**config.mk**
```make
export PLATFORM = sky130hd
export DESIGN_NAME = flash_bus_engine
export DESIGN_NICKNAME = d
export VERILOG_FILES = /design/src/rtl/flash_bus_pkg.sv /design/src/rtl/fbe_hold_timer.sv /design/src/rtl/fbe_sequencer.sv /design/src/rtl/fbe_pin_driver.sv /design/src/rtl/flash_bus_engine.sv
export SDC_FILE = /design/constraint.sdc
export NUM_CORES = 1
export LEC_CHECK = 0
export BUFFER_PORTS_ARGS = -buffer_cell sky130_fd_sc_hd__buf_2
export CORE_MARGIN = 5
export CORE_UTILIZATION = 48
export CTS_BUF_LIST = sky130_fd_sc_hd__clkbuf_16
export DETAILED_ROUTE_END_ITERATION = 10
export PLACE_DENSITY = 0.78
export SLEW_MARGIN = 10
export SYNTH_ARGS = -nofsm -noshare
export SYNTH_HDL_FRONTEND = slang
export SYNTH_SLANG_ARGS = --single-unit
export TNS_END_PERCENT = 50
```
**constraint.sdc**
```tcl
create_clock -name clk -period 1.7 [get_ports clk]
set_input_delay 0.51 -clock clk [delete_from_list [all_inputs] [get_ports clk]]
set_output_delay 0.51 -clock clk [all_outputs]
set_load 0.01 [all_outputs]
```
**src/rtl/flash_bus_pkg.sv**
```systemverilog
package flash_bus_pkg;

  typedef enum logic [1:0] {
    ST_IDLE   = 2'd0,
    ST_SETUP  = 2'd1,
    ST_ACCESS = 2'd2,
    ST_FINISH = 2'd3
  } fbe_state_e;

  typedef logic [2:0] fl_ctrl_t;

  // Bit positions in the packed strobe word.
  localparam int CTRL_OE_BIT   = 0;
  localparam int CTRL_CE_N_BIT = 1;
  localparam int CTRL_WE_N_BIT = 2;

  localparam fl_ctrl_t CTRL_IDLE  = 3'b110;
  localparam fl_ctrl_t CTRL_READ  = 3'b101;
  localparam fl_ctrl_t CTRL_WRITE = 3'b000;

  // Ceiling division used to turn picosecond limits into clock counts.
  function automatic int ceil_div(input int num, input int den);
    return (num + den - 1) / den;
  endfunction

  function automatic fl_ctrl_t strobe_word(input logic is_write);
    return is_write ? CTRL_WRITE : CTRL_READ;
  endfunction

endpackage

```
**src/rtl/fbe_hold_timer.sv**
```systemverilog
module fbe_hold_timer #(
  parameter int CNT_W = 3
) (
  input  logic             clk,
  input  logic             rst_n,
  input  logic             load,
  input  logic [CNT_W-1:0] load_val,
  output logic             last
);

  logic [CNT_W-1:0] cnt_q;

  always_ff @(posedge clk or negedge rst_n) begin
    if (!rst_n) begin
      cnt_q <= '0;
    end else if (load) begin
      cnt_q <= load_val;
    end else if (cnt_q != '0) begin
      cnt_q <= cnt_q - 1'b1;
    end
  end

  assign last = (cnt_q == '0);

endmodule

```
**src/rtl/fbe_sequencer.sv**
```systemverilog
module fbe_sequencer
  import flash_bus_pkg::*;
#(
  parameter int READ_HOLD  = 4,
  parameter int WRITE_HOLD = 3,
  parameter int CNT_W      = 3
) (
  input  logic             clk,
  input  logic             rst_n,
  input  logic             req_valid,
  input  logic             req_write,
  input  logic             timer_last,
  output logic             accept,
  output logic             enter_access,
  output logic             leave_access,
  output logic             timer_load,
  output logic [CNT_W-1:0] timer_val,
  output logic             cur_write,
  output logic             busy,
  output logic             done
);

  localparam logic [CNT_W-1:0] READ_LOAD  = CNT_W'(READ_HOLD - 1);
  localparam logic [CNT_W-1:0] WRITE_LOAD = CNT_W'(WRITE_HOLD - 1);

  fbe_state_e state_q, state_d;
  logic       write_q;
  logic       done_q;

  assign accept       = (state_q == ST_IDLE) && req_valid;
  assign enter_access = (state_q == ST_SETUP);
  assign leave_access = (state_q == ST_ACCESS) && timer_last;
  assign timer_load   = enter_access;
  assign timer_val    = write_q ? WRITE_LOAD : READ_LOAD;

  always_comb begin
    state_d = state_q;
    unique case (state_q)
      ST_IDLE:   if (req_valid) state_d = ST_SETUP;
      ST_SETUP:  state_d = ST_ACCESS;
      ST_ACCESS: if (timer_last) state_d = ST_FINISH;
      ST_FINISH: state_d = ST_IDLE;
      default:   state_d = ST_IDLE;
    endcase
  end

  always_ff @(posedge clk or negedge rst_n) begin
    if (!rst_n) begin
      state_q <= ST_IDLE;
      write_q <= 1'b0;
      done_q  <= 1'b0;
    end else begin
      state_q <= state_d;
      done_q  <= (state_q == ST_FINISH);
      if (accept) write_q <= req_write;
    end
  end

  assign cur_write = write_q;
  assign busy      = (state_q != ST_IDLE);
  assign done      = done_q;

endmodule

```
**src/rtl/fbe_pin_driver.sv**
```systemverilog
module fbe_pin_driver
  import flash_bus_pkg::*;
#(
  parameter int ADDR_W = 24,
  parameter int DATA_W = 8
) (
  input  logic              clk,
  input  logic              rst_n,
  input  logic              accept,
  input  logic              enter_access,
  input  logic              leave_access,
  input  logic              cur_write,
  input  logic [ADDR_W-1:0] req_addr,
  input  logic [DATA_W-1:0] req_wdata,
  input  logic [DATA_W-1:0] fl_dq_in,
  output logic [ADDR_W-1:0] fl_addr,
  output logic [2:0]        fl_ctrl,
  output logic [DATA_W-1:0] fl_dq_out,
  output logic              fl_dq_oe,
  output logic [DATA_W-1:0] rd_data
);

  logic [ADDR_W-1:0] addr_q;
  logic [DATA_W-1:0] wdata_q;
  logic [DATA_W-1:0] dq_out_q;
  logic [DATA_W-1:0] rd_q;
  fl_ctrl_t          ctrl_q;
  logic              oe_q;

  // Address and write byte are latched on acceptance and held to the end.
  always_ff @(posedge clk or negedge rst_n) begin
    if (!rst_n) begin
      addr_q  <= '0;
      wdata_q <= '0;
    end else if (accept) begin
      addr_q  <= req_addr;
      wdata_q <= req_wdata;
    end
  end

  // Strobes and bus direction switch together at both ends of the access.
  always_ff @(posedge clk or negedge rst_n) begin
    if (!rst_n) begin
      ctrl_q   <= CTRL_IDLE;
      oe_q     <= 1'b0;
      dq_out_q <= '0;
    end else if (enter_access) begin
      ctrl_q   <= strobe_word(cur_write);
      oe_q     <= cur_write;
      dq_out_q <= wdata_q;
    end else if (leave_access) begin
      ctrl_q   <= CTRL_IDLE;
      oe_q     <= 1'b0;
    end
  end

  // Read byte captured at the edge that closes the last access clock.
  always_ff @(posedge clk or negedge rst_n) begin
    if (!rst_n) begin
      rd_q <= '0;
    end else if (leave_access && !cur_write) begin
      rd_q <= fl_dq_in;
    end
  end

  assign fl_addr   = addr_q;
  assign fl_ctrl   = ctrl_q;
  assign fl_dq_out = dq_out_q;
  assign fl_dq_oe  = oe_q;
  assign rd_data   = rd_q;

endmodule

```
**src/rtl/flash_bus_engine.sv**
```systemverilog
module flash_bus_engine
  import flash_bus_pkg::*;
#(
  parameter int ADDR_W         = 24,
  parameter int DATA_W         = 8,
  parameter int CLK_PERIOD_PS  = 20000,
  parameter int READ_ACCESS_PS = 75000,
  parameter int WRITE_SETUP_PS = 60000
) (
  input  logic              clk,
  input  logic              rst_n,
  input  logic              req_valid,
  output logic              req_ready,
  input  logic              req_write,
  input  logic [ADDR_W-1:0] req_addr,
  input  logic [DATA_W-1:0] req_wdata,
  output logic              busy,
  output logic              done,
  output logic [DATA_W-1:0] rd_data,
  output logic [ADDR_W-1:0] fl_addr,
  output logic [2:0]        fl_ctrl,
  output logic [DATA_W-1:0] fl_dq_out,
  output logic              fl_dq_oe,
  input  logic [DATA_W-1:0] fl_dq_in
);

  localparam int READ_HOLD  = (ceil_div(READ_ACCESS_PS, CLK_PERIOD_PS) < 1) ? 1
                              : ceil_div(READ_ACCESS_PS, CLK_PERIOD_PS);
  localparam int WRITE_HOLD = (ceil_div(WRITE_SETUP_PS, CLK_PERIOD_PS) < 1) ? 1
                              : ceil_div(WRITE_SETUP_PS, CLK_PERIOD_PS);
  localparam int MAX_HOLD   = (READ_HOLD > WRITE_HOLD) ? READ_HOLD : WRITE_HOLD;
  localparam int CNT_W      = (MAX_HOLD < 2) ? 1 : $clog2(MAX_HOLD);

  logic             accept;
  logic             enter_access;
  logic             leave_access;
  logic             timer_load;
  logic [CNT_W-1:0] timer_val;
  logic             timer_last;
  logic             cur_write;
  logic             busy_w;

  fbe_sequencer #(
    .READ_HOLD (READ_HOLD),
    .WRITE_HOLD(WRITE_HOLD),
    .CNT_W     (CNT_W)
  ) u_seq (
    .clk         (clk),
    .rst_n       (rst_n),
    .req_valid   (req_valid),
    .req_write   (req_write),
    .timer_last  (timer_last),
    .accept      (accept),
    .enter_access(enter_access),
    .leave_access(leave_access),
    .timer_load  (timer_load),
    .timer_val   (timer_val),
    .cur_write   (cur_write),
    .busy        (busy_w),
    .done        (done)
  );

  fbe_hold_timer #(
    .CNT_W(CNT_W)
  ) u_timer (
    .clk     (clk),
    .rst_n   (rst_n),
    .load    (timer_load),
    .load_val(timer_val),
    .last    (timer_last)
  );

  fbe_pin_driver #(
    .ADDR_W(ADDR_W),
    .DATA_W(DATA_W)
  ) u_pins (
    .clk         (clk),
    .rst_n       (rst_n),
    .accept      (accept),
    .enter_access(enter_access),
    .leave_access(leave_access),
    .cur_write   (cur_write),
    .req_addr    (req_addr),
    .req_wdata   (req_wdata),
    .fl_dq_in    (fl_dq_in),
    .fl_addr     (fl_addr),
    .fl_ctrl     (fl_ctrl),
    .fl_dq_out   (fl_dq_out),
    .fl_dq_oe    (fl_dq_oe),
    .rd_data     (rd_data)
  );

  assign busy      = busy_w;
  assign req_ready = !busy_w;

endmodule

```
==> flow_metrics.py, run 1 <==
metrics = {
    "die": {
        "start_util_pct": 50.18,
        "fp-row-count": 25,
        "core_um2": 4817,
        "io_pins": 91,
        "die_h_um": 80.97,
        "dieArea_um2": 6555,
        "fp.dieW_um": 80.97,
    },
    "yosys": {
        "synth_top_area_share_pct": 57.97,
        "synth_top_cells_by_count": "56 x dfrtp_1, 32 x mux2_4, 18 x mux2_2, 8 x inv_1, 7 x ha_1",
        "syn-num-nets": 198,
        "syn_inst": 147,
        "yosysWarnings": 0,
        "yosysUniqueCellTypes": 20,
        "synth_area_leader_cell": "dfrtp_1",
        "ys.flop_type": "dfrtp_1",
        "synth_edf_count": 0,
        "netlist_area_um2": 2417,
        "synth-seq-cells": 58,
        "synthArstFlopShare_pct": 100.0,
        "synth_area_leaders": "dfrtp_1 58%, mux2_4 20%, mux2_2 8.4%",
        "avgSynthCellArea_um2": 16.44,
        "synth_most_common_cell": "dfrtp_1",
        "synth-seq-area-share_pct": 60.14,
    },
    "routing": {
        "drt_wl_total_um": 4841,
        "ant_nets": 0,
        "dr.pass1.iters": 3,
        "vias": 1543,
        "drc": 0,
        "via_per_inst": 4.792,
        "wire_per_inst_um": 15.03,
        "drt-initial-drc-count": 32,
    },
    "worst_setup_path": {
        "start_kind": "register",
        "critPathCaptureType": "output pin",
        "critPathKind": "reg2out",
        "crit_arrival_ns": 1.12,
        "path_cells": "inv_2 -> ha_1 -> buf_2",
        "cp.required_ns": 1.19,
        "reg2reg_from": "u_seq.state_q[0]$_DFFE_PN0P_",
        "slowest_stage": "dfrtp_1",
        "cp_max_fo": 4,
        "slowest_delay_ns": 0.38,
        "crit_path_start": "u_seq.state_q[0]$_DFFE_PN0P_",
    },
    "power": {
        "powerDensity_nw_per_um2": 2144,
        "ir_drop_mv": 1.253,
        "p_leak_uw": 0.001776,
    },
    "global_route": {
        "grt_pass1_wl_um": 7721,
        "first_global_vias": 1659,
        "grt_use_total_pct": 15.92,
        "grt_max_degree": 59,
        "grt_overflow_total": 0,
        "antenna_found_initial": 0,
    },
    "timing": {
        "hold_viol": 0,
        "setup_viol": 0,
        "finClkSkew_ns": 0.006925,
        "finalMaxSlewViolations": 0,
        "fin_setup_tns_ns": 0,
        "worst_slew_pin_slew_ns": 0.3073,
        "finalCriticalPeriod_ns": 1.625,
        "rsz0062_at_grt": "no",
        "finalCritPeriodShare_pct": 95.61,
        "timing.fmax_mhz": 615.2,
        "fin_ws_ns": 0.07462,
        "max_slew_margin_pct": 79.51,
    },
    "placed_design": {
        "numPortBuffers": 90,
        "dpl.hpwl_um": 3461,
        "gp_congestion": 0.6984,
        "dp_slack_ns": 0.09293,
    },
    "hold_path": {
        "hold_path_class": "in2async",
    },
    "cts": {
        "cts.sinks": 58,
        "clk_path_buf_depth": 2,
        "cts_buffers": 9,
        "cts_tree": "built",
        "clock-root-buffer": "clkbuf_16",
        "cts_hold_buf": 0,
        "clkTransAtPathRegs_ns": 0.05,
        "h-tree-depth": 3,
        "clk_latency_ns": 0.32,
    },
    "status": {
        "status": "finished clean",
    },
    "cells_and_area": {
        "area_growth_pct": 37.27,
        "diodes": 0,
        "drive_gt1_share_pct": 65.88,
        "num-fill-cells": 376,
        "fin_nets": 301,
    },
    "job": {
        "maxCapViolCount": 0,
    },
}
==> sequential cells by signal, summed over array words and instances, names as in the netlist, 2 cells and up <==
name	count
u_seq.state_q	2
u_pins.fl_ctrl	3
u_timer.cnt_q	2
u_pins.fl_addr	24
u_pins.fl_dq_out	8
u_pins.rd_data	8
u_pins.wdata_q	8
==> layout by cell type (no fill, tap or decap), types with 3 or more instances in the layout <==
cell / n
buf_2: 90
dfrtp_1: 56
nand2_1: 5
clkbuf_16: 9
buf_12: 3
mux2_4: 32
ha_1: 6
inv_1: 7
buf_4: 4
a21oi_1: 3
mux2_2: 18
==> metrics by stage <==
stage	instance area [µm²]	hold slack (ns)	util, %	cells	total power [µW]
6_report	3318	0.1959	68.88	322	7113
5_1_grt	3318	0.2163	68.88	322	7547
4_1_cts	3306	0.2040	68.62	322	7180
3_5_place_dp	2980	0.4620	61.87	304	5233
3_3_place_gp	2980	0.4578	61.87	304	5140
2_1_floorplan	2417	0.2144	-	147	4264
==> routing by layer <==
metal	track usage (%)	wire length, µm
met4	9.291	115
met2	25.53	2291
met3	5.543	413
met1	18.42	2020
met5	0	0
==> where the power goes <==
part	total (µW)	internal, µW	switching [µW]
clock network	1840	1260	580
logic	2790	1590	1200
registers	2480	2110	371
==> critical path: cells and delay by family (launching register included) <==
family                     cells  cell delay [ns]
adders and majority gates      1             0.18
buffers and inverters          2             0.25
DFF                            1             0.38
==> worst paths after layout <==
check,end,slack [ns],cells after the start
worst max-delay path,req_ready,0.07,3
worst min-delay path,u_seq.cur_write$_DFFE_PN0P_,0.20,2
min in group clk,u_pins.fl_addr[22]$_DFFE_PN0P_,0.42,2
worst max register to register,u_seq.state_q[1]$_DFFE_PN0P_,0.14,5
worst min register to register,u_pins.fl_dq_oe$_DFFE_PN0P_,0.48,2
max in group asynchronous,u_pins.fl_ctrl[1]$_DFFE_PN1P_,1.21,2
==> cell families after synthesis <==
logic type | Yosys count | synth area share (%)
compound gates | 8 | 2.123
fa+ha+maj | 7 | 3.623
buf+inv | 13 | 3.157
flops | 58 | 60.14
mux | 50 | 28.26
simple gates | 11 | 2.692
==> repair_timing <==
item	in CTS	in global routing
setup endpoints to repair	2	1
resized for setup	2	2
buffers inserted	2	0
==> layout make-up <==
type / count / area (µm²) / area share, %
multi-input combinational: 76 / 899.6 / 27.11
clock buffer: 9 / 225.2 / 6.787
tap: 67 / 83.83 / 2.526
inverter: 8 / 30.03 / 0.9050
sequential: 58 / 1454 / 43.82
clock inverter: 7 / 85.08 / 2.564
timing repair buffer: 97 / 540.5 / 16.29
No activity file was read; power rests on OpenSTA's default activity.
==> inputs of run 2 (changes only) <==
--- a/config.mk
+++ b/config.mk
@@ -7,10 +7,10 @@
 export LEC_CHECK = 0
 export BUFFER_PORTS_ARGS = -buffer_cell sky130_fd_sc_hd__buf_2
 export CORE_MARGIN = 5
-export CORE_UTILIZATION = 48
+export CORE_UTILIZATION = 49
 export CTS_BUF_LIST = sky130_fd_sc_hd__clkbuf_16
 export DETAILED_ROUTE_END_ITERATION = 10
-export PLACE_DENSITY = 0.78
+export PLACE_DENSITY = 0.8
 export SLEW_MARGIN = 10
 export SYNTH_ARGS = -nofsm -noshare
 export SYNTH_HDL_FRONTEND = slang
==> constraint.sdc (replaced) <==
create_clock -name clk -period 2.1 [get_ports clk]
set_input_delay 0.63 -clock clk [delete_from_list [all_inputs] [get_ports clk]]
set_output_delay 0.63 -clock clk [all_outputs]
set_load 0.01 [all_outputs]
==> flow_metrics.py, run 2 (synthesized netlist as in run 1, its figures left out) <==
metrics = {
    "die": {
        "die_h_um": 80.24,
        "fp-row-count": 25,
        "dieArea_um2": 6438,
        "start_util_pct": 50.84,
        "fp.dieW_um": 80.24,
        "core_um2": 4755,
        "io_pins": 91,
    },
    "global_route": {
        "grt_max_degree": 59,
        "first_global_vias": 1587,
        "grt_overflow_total": 0,
        "grt_pass1_wl_um": 7734,
        "antenna_found_initial": 0,
        "grt_use_total_pct": 16.13,
    },
    "job": {
        "maxCapViolCount": 0,
    },
    "routing": {
        "dr.pass1.iters": 4,
        "drt_wl_total_um": 4745,
        "vias": 1495,
        "ant_nets": 0,
        "drt-initial-drc-count": 61,
        "via_per_inst": 4.716,
        "wire_per_inst_um": 14.97,
        "drc": 0,
    },
    "worst_setup_path": {
        "crit_end": "busy",
        "ff2ff_path_depth": 5,
        "cp_max_fo": 4,
        "crit_path_start": "u_seq.state_q[0]$_DFFE_PN0P_",
        "r2r_setup_slack_ns": 0.49,
        "r2r_end": "u_seq.state_q[1]$_DFFE_PN0P_",
        "start_kind": "register",
        "reg2reg_from": "u_seq.state_q[0]$_DFFE_PN0P_",
        "cp.required_ns": 1.47,
        "crit_arrival_ns": 1.22,
        "critPathCaptureType": "output pin",
        "critPathKind": "reg2out",
    },
    "cells_and_area": {
        "diodes": 0,
        "largest_reg_flops": 24,
        "final_area_um2": 3239,
        "num-fill-cells": 373,
        "final_cell_mix": "90 x buf_2, 56 x dfrtp_1, 32 x mux2_4",
        "area_growth_pct": 34.01,
        "fin_nets": 296,
        "final_common_cell": "buf_2",
        "utilization_pct": 68.13,
        "drive_gt1_share_pct": 64.80,
        "stdcell_count": 317,
    },
    "placed_design": {
        "gp_congestion": 0.6931,
        "numPortBuffers": 90,
        "placed_area_um2": 2945,
        "dpl.hpwl_um": 3363,
        "dp.cells": 301,
    },
    "power": {
        "ir_drop_mv": 0.8520,
        "p_leak_uw": 0.001735,
        "powerDensity_nw_per_um2": 1715,
    },
    "status": {
        "status": "finished clean",
    },
    "cts": {
        "h-tree-depth": 3,
        "clkTransAtPathRegs_ns": 0.05,
        "cts_buffers": 9,
        "ctsResizeCount": 0,
        "cts_hold_buf": 0,
        "cts.sinks": 58,
        "clk_path_buf_depth": 2,
        "cts_tree": "built",
        "clock-root-buffer": "clkbuf_16",
        "clk_latency_ns": 0.31,
        "cts_setup_buffers": 0,
    },
    "timing": {
        "finClkSkew_ns": 0.007112,
        "finalCriticalPeriod_ns": 1.853,
        "rsz0062_at_grt": "no",
        "worst_slew_pin_slew_ns": 0.5104,
        "finalMaxSlewViolations": 0,
        "fin_setup_tns_ns": 0,
        "finalCritPeriodShare_pct": 88.25,
        "max_slew_margin_pct": 65.97,
        "hold_viol": 0,
        "setup_viol": 0,
        "timing.fmax_mhz": 539.6,
    },
    "hold_path": {
        "hold_path_class": "in2async",
    },
}
==> run 2: power breakdown <==
group / switching, µW / internal (µW)
combinational: 916 / 1210
clock: 485 / 913
sequential: 318 / 1710
total: 1720 / 3840
==> run 2: how the worst min path moves through the flow <==
stage                            startpoint  cells past startpoint  slack [ns]                              to
6_report                              rst_n                      2        0.32  u_pins.fl_addr[15]$_DFFE_PN0P_
5_1_grt                               rst_n                      2        0.34   u_pins.fl_addr[3]$_DFFE_PN0P_
3_3_place_gp   u_timer.cnt_q[1]$_DFFE_PN0P_                      1        0.47    u_timer.cnt_q[1]$_DFFE_PN0P_
2_1_floorplan                         rst_n                      0        0.33   u_pins.fl_addr[0]$_DFFE_PN0P_
3_5_place_dp    u_pins.fl_dq_oe$_DFFE_PN0P_                      2        0.47     u_pins.fl_dq_oe$_DFFE_PN0P_
4_1_cts                               rst_n                      2        0.32  u_pins.fl_addr[14]$_DFFE_PN0P_
==> run 2: stage by stage <==
step                hold WS, ns  total power [µW]  worst slack [ns]
global placement         0.4706              4115            0.5323
floorplan                0.3344              3452            0.6517
detailed placement       0.4723              4197            0.5117
global route             0.3384              5916            0.1299
finish                   0.3155              5555            0.2467
CTS                      0.3186              5642            0.2233
==> run 2: critical path: stages (launching register included) <==
cell	delay [ns]
dfrtp_1	0.42
inv_1	0.13
ha_1	0.19
inv_1	0.04
buf_2	0.13
==> run 2: area by class of cell <==
cell class	instances	area, µm²	area share (%)
sequential	58	1454	44.88
multi-input combinational	76	887.1	27.39
timing repair buffer	92	490.5	15.14
clock buffer	9	225.2	6.952
tap	67	83.83	2.588
clock inverter	7	68.82	2.124
inverter	8	30.03	0.9270
==> run 2: per-layer routing <==
layer	global-route usage (%)	share of wire, %	up-vias	wire length (µm)
met5	0	0	-	0
met3	7.511	10	6	489
met2	24.50	47	72	2235
li1	-	-	697	-
met1	20.01	42	720	1971
met4	6.081	1.0	0	48
==> inputs of run 3 (changes only) <==
--- a/config.mk
+++ b/config.mk
@@ -5,12 +5,11 @@
 export SDC_FILE = /design/constraint.sdc
 export NUM_CORES = 1
 export LEC_CHECK = 0
+export ABC_AREA = 1
 export BUFFER_PORTS_ARGS = -buffer_cell sky130_fd_sc_hd__buf_2
-export CORE_MARGIN = 5
-export CORE_UTILIZATION = 49
+export CORE_UTILIZATION = 35
 export CTS_BUF_LIST = sky130_fd_sc_hd__clkbuf_16
 export DETAILED_ROUTE_END_ITERATION = 10
-export PLACE_DENSITY = 0.8
 export SLEW_MARGIN = 10
 export SYNTH_ARGS = -nofsm -noshare
 export SYNTH_HDL_FRONTEND = slang
==> flow_metrics.py, run 3 <==
metrics = {
    "power": {
        "ir_drop_mv": 0.6906,
        "p_int_uw": 3417,
        "power.switching_uw": 1933,
        "power.share.clock_pct": 28.7,
        "powerDensity_nw_per_um2": 1642,
        "switching_share_pct": 36.13,
        "p_comb_share_pct": 34.7,
        "p_leak_uw": 0.001907,
        "seq_power_share_pct": 36.6,
    },
    "yosys": {
        "ys.flop_type": "dfrtp_1",
        "synth_area_leader_cell": "dfrtp_1",
        "netlist_area_um2": 2426,
        "synth_area_leaders": "dfrtp_1 58%, nand2_1 19%, nand3_1 7.8%",
        "synthArstFlopShare_pct": 100.0,
        "synth_top_cells_by_count": "126 x nand2_1, 56 x dfrtp_1, 38 x nand3_1, 12 x inv_1, 9 x buf_2",
        "avgSynthCellArea_um2": 9.019,
        "syn_inst": 269,
        "synth_most_common_cell": "nand2_1",
        "yosysUniqueCellTypes": 15,
        "synth-seq-area-share_pct": 59.93,
        "yosysWarnings": 0,
        "synth_edf_count": 0,
        "synth_top_area_share_pct": 57.76,
        "syn-num-nets": 320,
        "synth-seq-cells": 58,
    },
    "timing": {
        "finalCritPeriodShare_pct": 90.79,
        "rsz0062_at_grt": "no",
        "worst_slew_pin_slew_ns": 0.3833,
        "setup_viol": 0,
        "finalMaxSlewViolations": 0,
        "hold_viol": 0,
        "finClkSkew_ns": 0.004830,
        "fin_setup_tns_ns": 0,
        "timing.fmax_mhz": 524.5,
        "finalCriticalPeriod_ns": 1.907,
        "fin_ws_ns": 0.1934,
        "max_slew_margin_pct": 74.42,
    },
    "cts": {
        "h-tree-depth": 3,
        "cts_buffers": 9,
        "cts_setup_buffers": 0,
        "cts_hold_buf": 0,
        "clk_path_buf_depth": 2,
        "cts_tree": "built",
        "clkTransAtPathRegs_ns": 0.05,
        "clock-root-buffer": "clkbuf_16",
        "ctsResizeCount": 0,
        "cts.sinks": 58,
        "clk_latency_ns": 0.32,
    },
    "cells_and_area": {
        "final_cell_mix": "126 x nand2_1, 90 x buf_2, 56 x dfrtp_1",
        "utilization_pct": 49.90,
        "num-fill-cells": 634,
        "diodes": 0,
        "largest_reg_flops": 24,
        "fin_nets": 412,
        "drive_gt1_share_pct": 32.24,
        "final_area_um2": 3259,
        "area_growth_pct": 34.35,
        "final_common_cell": "nand2_1",
    },
    "worst_setup_path": {
        "cp_max_fo": 5,
        "slowest_delay_ns": 0.42,
        "critPathCaptureType": "output pin",
        "slowest_stage": "dfrtp_1",
        "ff2ff_path_depth": 6,
        "path_buf_inv": 3,
        "start_kind": "register",
        "cp_common_cell": "inv_1",
        "cp_num_cells": 4,
        "path_cells": "inv_1 -> ha_1 -> inv_1 -> buf_2",
        "critPathKind": "reg2out",
        "cp_top_family": "flip-flops",
        "crit_arrival_ns": 1.28,
        "cp.required_ns": 1.47,
    },
    "routing": {
        "drt-initial-drc-count": 130,
        "wire_per_inst_um": 11.93,
        "drt_wl_total_um": 5284,
        "via_per_inst": 4.530,
        "dr.pass1.iters": 7,
        "ant_nets": 0,
        "drc": 0,
        "vias": 2007,
    },
    "die": {
        "fp.dieW_um": 85.26,
        "core_um2": 6531,
        "io_pins": 91,
        "die_h_um": 85.26,
        "fp-row-count": 29,
        "start_util_pct": 37.15,
        "dieArea_um2": 7268,
    },
    "global_route": {
        "grt_overflow_total": 0,
        "grt_pass1_wl_um": 8769,
        "antenna_found_initial": 0,
        "grt_use_total_pct": 16.05,
        "grt_max_degree": 59,
        "first_global_vias": 1898,
    },
    "placed_design": {
        "dp_slack_ns": 0.3764,
        "dpl.hpwl_um": 3580,
        "placed_area_um2": 2940,
        "numPortBuffers": 90,
        "gp_congestion": 0.7751,
    },
    "status": {
        "status": "finished clean",
    },
    "hold_path": {
        "hold_path_class": "in2async",
    },
    "job": {
        "maxCapViolCount": 0,
    },
}
==> run 3: cell count changes after synthesis, sizes merged, moves of 2 or more <==
cell | before | now
buf | 5 | 13
inv | 8 | 13
nand3 | 0 | 38
mux2 | 50 | 0
nor2 | 2 | 6
nand2b | 2 | 0
nand2 | 6 | 129
o21ai | 0 | 2
==> run 3: stage by stage <==
step	std cells	hold slack, ns	total power [µW]
final	443	0.3055	5350
after global routing	443	0.3368	5787
after CTS	443	0.3213	5426
after detailed placement	427	0.4534	3863
after global placement	427	0.4496	3816
after floorplan	269	0.3344	3151
==> run 3: worst paths after layout <==
| check | start | slack, ns | endpoint |
|---|---|---|---|
| min in group clk | u_pins.rd_data[5]$_DFFE_PN0P_ | 0.46 | u_pins.rd_data[5]$_DFFE_PN0P_ |
| max reg2reg | u_seq.state_q[0]$_DFFE_PN0P_ | 0.37 | u_seq.cur_write$_DFFE_PN0P_ |
| max | u_seq.state_q[0]$_DFFE_PN0P_ | 0.19 | busy |
| min reg2reg | u_pins.rd_data[5]$_DFFE_PN0P_ | 0.46 | u_pins.rd_data[5]$_DFFE_PN0P_ |
| max in group asynchronous | rst_n | 1.51 | u_pins.fl_ctrl[1]$_DFFE_PN1P_ |
| min | rst_n | 0.31 | u_pins.wdata_q[1]$_DFFE_PN0P_ |
==> run 3: power groups by stage <==
stage	clock network [µW]	registers, µW	logic [µW]
finish	1540	1960	1850
floorplan	0	2150	1000
global route	1630	2030	2130
global placement	0	1970	1850
CTS	1570	1960	1890
detailed placement	0	1970	1890
==> run 3: logic make-up (layout without fill, tap and decap cells) <==
family	Yosys count	count (layout)	synth area share, %
AOI/OAI and AO/OA	4	4	0.8252
adders and majority gates	7	7	3.610
buffers and inverters	27	124	5.311
DFF	58	58	59.93
and+or+nand+nor	173	173	30.32
==> run 3: layout make-up <==
type | count | area, µm² | area share [%]
clock buffers | 9 | 225.2 | 6.910
clock inverters | 7 | 93.84 | 2.879
inverters | 14 | 53.80 | 1.651
multi-input cells | 184 | 843.3 | 25.87
flip-flops and latches | 58 | 1454 | 44.61
well taps | 77 | 96.34 | 2.956
repair buffers | 94 | 493.0 | 15.12
==> run 3: layer usage <==
metal	share of wire [%]	GRT usage (%)	wire length (µm)	vias up
met5	0	0	0	-
met1	46	20.24	2455	902
met2	44	23.90	2329	74
li1	-	-	-	1024
met4	1.2	8.939	63	0
met3	8.2	5.934	435	7
